## config.mk

```make
export PLATFORM = sky130hd
export DESIGN_NAME = cad_driver
export DESIGN_NICKNAME = d
export VERILOG_FILES = /design/src/rtl/cad_pkg.sv /design/src/rtl/cad_rst_sync.sv /design/src/rtl/cad_sample_gate.sv /design/src/rtl/cad_bit_lane.sv /design/src/rtl/cad_driver.sv
export SDC_FILE = /design/constraint.sdc
export NUM_CORES = 1
export LEC_CHECK = 0
export ABC_AREA = 1
export ABC_CLOCK_PERIOD_IN_PS = 800
export CELL_PAD_IN_SITES_DETAIL_PLACEMENT = 0
export CELL_PAD_IN_SITES_GLOBAL_PLACEMENT = 1
export CORE_ASPECT_RATIO = 1.25
export CORE_MARGIN = 5
export CORE_UTILIZATION = 25
export CTS_CLUSTER_SIZE = 14
export DETAILED_ROUTE_END_ITERATION = 6
export PLACE_DENSITY_LB_ADDON = 0.1
export SLEW_MARGIN = 20
export SYNTH_ARGS = -nofsm -noshare
export SYNTH_HDL_FRONTEND = slang
export SYNTH_HIERARCHICAL = 1
export SYNTH_SLANG_ARGS = --single-unit
```

## constraint.sdc

```tcl
create_clock -name clk -period 0.8 [get_ports clk]
set_clock_uncertainty 0.15 [all_clocks]
set_input_delay 0.08 -clock clk [delete_from_list [all_inputs] [get_ports clk]]
set_output_delay 0.08 -clock clk [all_outputs]
set_load 0.005 [all_outputs]
```

## src/rtl/cad_pkg.sv

```systemverilog
package cad_pkg;

  // Register image of one bit lane: data pair and dummy pair.
  typedef struct packed {
    logic sw_p;
    logic sw_n;
    logic dm_p;
    logic dm_n;
  } lane_t;

  localparam lane_t LANE_RESET = '{sw_p: 1'b0, sw_n: 1'b1, dm_p: 1'b0, dm_n: 1'b1};

endpackage

```

## src/rtl/cad_rst_sync.sv

```systemverilog
module cad_rst_sync #(
  parameter int STAGES = 2
) (
  input  logic clk,
  input  logic rst_n_i,
  output logic rst_n_o
);

  logic [STAGES-1:0] sync_q;

  always_ff @(posedge clk or negedge rst_n_i) begin
    if (!rst_n_i) sync_q <= '0;
    else          sync_q <= {sync_q[STAGES-2:0], 1'b1};
  end

  assign rst_n_o = sync_q[STAGES-1];

endmodule

```

## src/rtl/cad_sample_gate.sv

```systemverilog
module cad_sample_gate (
  input  logic clk,
  input  logic rst_n,
  input  logic hold_en,
  input  logic half_phase,
  output logic smp_go
);

  logic ph_q;
  logic ph_d;

  // A new sample slot is marked by the half-rate phase having flipped.
  always_comb begin
    smp_go = hold_en & (half_phase ^ ph_q);
    ph_d   = ph_q;
    if (smp_go) ph_d = half_phase;
  end

  always_ff @(posedge clk or negedge rst_n) begin
    if (!rst_n) ph_q <= 1'b0;
    else        ph_q <= ph_d;
  end

endmodule

```

## src/rtl/cad_bit_lane.sv

```systemverilog
module cad_bit_lane
  import cad_pkg::*;
(
  input  logic  clk,
  input  logic  rst_n,
  input  logic  smp_go,
  input  logic  code_bit,
  output lane_t lane_o
);

  lane_t lane_q;
  lane_t lane_d;
  logic  repeat_bit;

  // The driven true line doubles as the previous-code store.
  always_comb begin
    repeat_bit = ~(code_bit ^ lane_q.sw_p);
    lane_d     = lane_q;
    if (smp_go) begin
      if (repeat_bit) begin
        lane_d.dm_p = ~lane_q.dm_p;
        lane_d.dm_n = ~lane_q.dm_n;
      end else begin
        lane_d.sw_p = code_bit;
        lane_d.sw_n = ~code_bit;
      end
    end
  end

  always_ff @(posedge clk or negedge rst_n) begin
    if (!rst_n) lane_q <= LANE_RESET;
    else        lane_q <= lane_d;
  end

  assign lane_o = lane_q;

endmodule

```

## src/rtl/cad_driver.sv

```systemverilog
module cad_driver
  import cad_pkg::*;
#(
  parameter int NBITS = 2
) (
  input  logic             clk,
  input  logic             rst_n,
  input  logic [NBITS-1:0] code,
  input  logic             half_phase,
  input  logic             hold_en,
  output logic [NBITS-1:0] sw_p,
  output logic [NBITS-1:0] sw_n,
  output logic [NBITS-1:0] dmy_p,
  output logic [NBITS-1:0] dmy_n
);

  logic rst_sync_n;
  logic smp_go;

  cad_rst_sync #(.STAGES(2)) i_rst_sync (
    .clk     (clk),
    .rst_n_i (rst_n),
    .rst_n_o (rst_sync_n)
  );

  cad_sample_gate i_gate (
    .clk        (clk),
    .rst_n      (rst_sync_n),
    .hold_en    (hold_en),
    .half_phase (half_phase),
    .smp_go     (smp_go)
  );

  for (genvar gi = 0; gi < NBITS; gi++) begin : g_lane
    lane_t lane;
    cad_bit_lane i_lane (
      .clk      (clk),
      .rst_n    (rst_sync_n),
      .smp_go   (smp_go),
      .code_bit (code[gi]),
      .lane_o   (lane)
    );
    assign sw_p[gi]  = lane.sw_p;
    assign sw_n[gi]  = lane.sw_n;
    assign dmy_p[gi] = lane.dm_p;
    assign dmy_n[gi] = lane.dm_n;
  end

endmodule

```

* Yosys cells after proc, flatten, opt, wreduce, memory -nomap -nowiden
Index checks and enable logic that the tools add are counted.
** Cells by class
- Bitwise operators :: 12
- Reduce and logical (&&, ||, !) cells :: 4
** Operators with widths (number)
- 1-bit NOT :: 8
- 2-bit AND reduction :: 4
- 1-bit bitwise XOR :: 3
- 1-bit AND :: 1
** Storage, ports and cells
- Bits in registers :: 11
- Input bits :: 6
- Output and inout port bits :: 8
- Logic and storage cells :: 26

* Longest topological paths before layout
- Word-level depth :: 3
- Gate-level depth with buffers :: 6
- Mapped depth without buffers :: 6

* Hierarchy
Netlist, hierarchy kept.
** Modules (own cells, without submodules)
- cad_bit_lane :: times used 2, cells an instance 23, area each 192.7 sq um, sequential area each 102.6 sq um
- cad_sample_gate :: times used 1, cells an instance 8, area each 55.1 sq um, sequential area each 25.0 sq um
- cad_rst_sync :: times used 1, cells an instance 3, area each 53.8 sq um, sequential area each 50.0 sq um

* Least setup slack after synthesis
OpenSTA, ideal clock, no wires.
- Kind :: reg2reg
- Start :: reg i_gate.ph_q
- End :: reg g_lane[0].i_lane.lane_q, in the netlist g_lane[0].i_lane/lane_o[1]
- Library setup time :: 0.117 ns
- Data arrival time :: 1.019 ns
- Required time :: 0.533 ns
- Setup slack :: -0.486 ns
- Cell stages (with the launch flop) :: 7
- Path buffers :: 0
- Period minus slack after synthesis :: 1.286 ns
- Cell sequence :: dfrtp_1 -> nand2_1 -> nand2_1 -> nor2_2 -> nand3_1 -> nand2_1 -> nand2_1
** On the way
- Word-level cells in the longest chain between the ends :: 3
** Ends and longest elaborated chain
- from (decl) :: line cad_sample_gate.sv:9 : logic ph_q;
- from (signal assigned) :: line cad_sample_gate.sv:21 : else ph_q <= ph_d;
- 1-bit bitwise XOR :: line cad_sample_gate.sv:14 : smp_go = hold_en & (half_phase ^ ph_q);
- 1-bit AND :: line cad_sample_gate.sv:14
- named net smp_go :: line cad_driver.sv:18 : logic smp_go;
- 2-bit AND reduction (no source line)
- to (signal assigned) :: line cad_bit_lane.sv:32 : else lane_q <= lane_d;
- to (decl) :: line cad_bit_lane.sv:11 : lane_t lane_q;
The timed path passes the listed nets, and every way through them passes these cells.
A chain may end at the register's enable or synchronous reset.

* Worst setup path in the final report
- Start :: reg i_gate.ph_q
- End :: reg g_lane[1].i_lane.lane_q, in the netlist g_lane[1].i_lane/lane_o[3]
** On the way
- Word-level cells in the longest chain between the ends :: 3
** Ends and longest elaborated chain (line)
- 1-bit bitwise XOR :: cad_sample_gate.sv:14
- 1-bit AND :: cad_sample_gate.sv:14
- named net smp_go :: cad_driver.sv:18
- 2-bit AND reduction (no source line)
- to (signal assigned) :: cad_bit_lane.sv:32
- to (decl) :: cad_bit_lane.sv:11
The timed path passes the listed nets, and every way through them passes these cells.

==> flow_metrics.py <==
metrics = {
    "power_and_ir_drop": {
        "comb_power_share_pct": 44.1,
        "pwr-share-clk_pct": 17.2,
        "cell_internal_pwr_mw": 1.562,
        "power_frac_seq_pct": 38.7,
        "p_leak_nw": 0.4564,
        "ir_worst_vdd_mv": 1.386,
        "cellPowerDensity_nw_per_um2": 2572,
        "switchingPower_mw": 0.6778,
        "netSwitchingFraction_pct": 30.26,
        "power_mw": 2.240,
    },
    "grt": {
        "overflow": 0,
        "grt_first_pass_wirelength_um": 1856,
        "track_usage_pct": 8.473,
        "first_global_vias": 454,
        "antenna_found_initial": 0,
        "grt_max_degree": 7,
    },
    "placement": {
        "placed_area_um2": 769.5,
        "dp_slack_ps": -564.3,
        "routabilityCongestion": 0.6948,
        "dpl.hpwl_um": 852.7,
        "port_buffers": 13,
    },
    "cts": {
        "htree_levels": 1,
        "cts-root-buf": "clkbuf_4",
        "cts_tree": "built",
        "numCtsBuffers": 3,
        "clk_latency_ps": 270,
        "clock_sinks": 11,
        "max-clock-path-buffers": 2,
        "clk_pin_slew_ps": 70,
    },
    "worst_setup_path": {
        "slowest_delay_ps": 380,
        "setup.worst_path.start_class": "flip-flop",
        "cp_top_family": "flip-flops",
        "path_max_fanout": 5,
        "path_cells": "nand2_1 > nand2_2 > nor2_4 > buf_6 > mux2i_1",
        "critPathBufInv": 1,
        "cp.arrival_ps": 1270,
        "worstSetupPathType": "reg -> reg",
        "critPathCaptureType": "flip-flop",
        "critPathSlowestCell": "dfrtp_1",
        "required_ps": 840,
    },
    "yosys": {
        "synth_compound_area_share_pct": 1.013,
        "synth_fa_ha_area_share_pct": 0,
        "ys_warn_count": 6,
        "synth_xor_xnor_area_share_pct": 0,
        "syn_area_um2": 494.2,
        "synth.avg_cell_area_um2": 8.671,
        "synth-simple-area-share_pct": 30.63,
        "synth_nets": 63,
        "synth.mux.area_fraction_pct": 4.051,
        "seq_area_frac_synth_pct": 56.71,
        "synthCells": 57,
        "synth_top_family_by_area": "simple AND/OR/NAND/NOR gates",
        "ys_seq_elements": 11,
        "ys_types": 13,
    },
    "sta": {
        "setup_tns_ps": -5516,
        "min_period_ps": 1229,
        "timing.fmax_mhz": 813.7,
        "fin_ws_ps": -429.0,
        "finalHoldViolCount": 2,
        "fin_crit_sh_pct": 153.6,
        "finalSetupViolations": 17,
        "drv_slew": 0,
        "whs_ps": -8.191,
        "rsz0062_at_grt": "yes",
    },
    "floorplan": {
        "io_pins": 14,
        "fp.dieW_um": 49.77,
        "start_util_pct": 25.52,
        "row_count": 18,
        "core_area_um2": 1937,
        "dieArea_um2": 2972,
        "die_h_um": 59.71,
    },
    "route": {
        "wl_per_cell_um": 9.574,
        "drc": 0,
        "vias": 479,
        "drtPass1Iterations": 4,
        "drtIter0Drc": 7,
        "drt-total-wl_um": 1101,
        "viasPerCell": 4.165,
        "ant_nets": 0,
    },
    "hold_path": {
        "hold_path.class": "reg -> async",
    },
    "final_layout": {
        "final_common_cell": "buf_4",
        "multi_input_area_um2": 222.7,
        "final_layout_size_suffix_gt1_share_pct": 51.58,
        "num_antenna_cells": 0,
        "area_delta_synth_final_pct": 76.20,
        "fin_area_um2": 870.8,
        "final_cell_mix": "17 x buf_4, 15 x nand2_1, 7 x inv_1, 7 x dfrtp_1",
        "n_fill_cell": 206,
        "seq_area_um2": 280.3,
        "fin_nets": 102,
    },
    "status": {
        "outcome": "complete, but fails checks",
        "violations": "hold timing, setup timing",
    },
    "run": {
        "maxCapViolations": 0,
    },
}
[cells in the mapped netlist]
cell	number	area share (%)
nand2_1	19	14
dfstp_2	4	21
nand2_2	4	5.1
nand4_1	4	5.1
o21ai_1	1	1.0
nor2_2	1	1.3
inv_2	2	1.5
conb_1	1	0.76
inv_1	7	5.3
dfrtp_1	7	35
mux2i_1	2	4.1
nand3_1	4	4.1
nor2_1	1	0.76
[what timing repair did]
item / CTS / global route
endpoints found under the setup margin: 16 / 16
hold buffers: 1 / 0
resized for setup: 34 / 13
pin swaps: 4 / 3
hold endpoints to repair: 4 / 0
buffers inserted: 3 / 2
[cell type report]
type                       count  share of cell area [%]
clock buffer                   4                   3.017
inverter                       9                   4.167
multi-input combinational     37                   25.57
sequential                    11                   32.18
tap                           20                   2.874
timing repair buffer          34                   32.18
[worst reg2reg max path, stage by stage (launching register included)]
cell,delay [ps]
dfrtp_1,380
nand2_1,70
nand2_2,70
nor2_4,170
buf_6,140
mux2i_1,170
[layer usage]
layer  wire, um  up-vias  global-route usage [%]
met5          0        -                       0
met4         12        0                   6.742
met3         58        2                   3.242
met2        547        7                   12.00
met1        483      219                   10.16
li1           -      251                       -
[kinds of logic (layout without fill, tap and decap cells)]
kind of cell           Yosys count  count (layout)
AOI/OAI and AO/OA                1               1
buffers and inverters            9              47
DFF                             11              11
muxes                            2               2
other                            1               1
and+or+nand+nor                 33              33
[state kept, by name, indices dropped and copies added (netlist names)]
register / flops
i_gate/ph_q: 1
g_lane.i_lane/lane_o: 8
i_rst_sync/sync_q: 2
[power groups by stage]
stage	logic [mW]	clock network, mW	registers (mW)
2_1_floorplan	0.252	0	0.920
6_report	0.988	0.384	0.867
4_1_cts	0.898	0.399	0.860
5_1_grt	1.08	0.438	0.893
3_5_place_dp	0.902	0	0.877
3_3_place_gp	0.906	0	0.869
[through the flow]
stage          utilization (%)  hold slack (ps)  instances
2_1_floorplan                -           -365.6         57
3_3_place_gp             39.73           -9.146        105
3_5_place_dp             39.73           -9.522        105
4_1_cts                  41.93           -2.849        113
5_1_grt                  44.96            26.95        115
6_report                 44.96           -8.191        115
[path summary, 6_finish.rpt]
kind / from / cells after the start / end / slack [ps]
worst max-delay path: i_gate/ph_q / 5 / g_lane[1].i_lane/lane_o[3] / -430
worst min register to register: i_rst_sync/sync_q[1] / 1 / i_gate/ph_q / -8
max in group asynchronous: rst_n / 2 / i_rst_sync/sync_q[0] / 30
worst min-delay path: i_rst_sync/sync_q[1] / 1 / i_gate/ph_q / -8
worst max register to register: i_gate/ph_q / 5 / g_lane[1].i_lane/lane_o[3] / -430
min in group clk: i_rst_sync/sync_q[0] / 0 / i_rst_sync/sync_q[1] / 210
(Power assumes the default switching activity.)
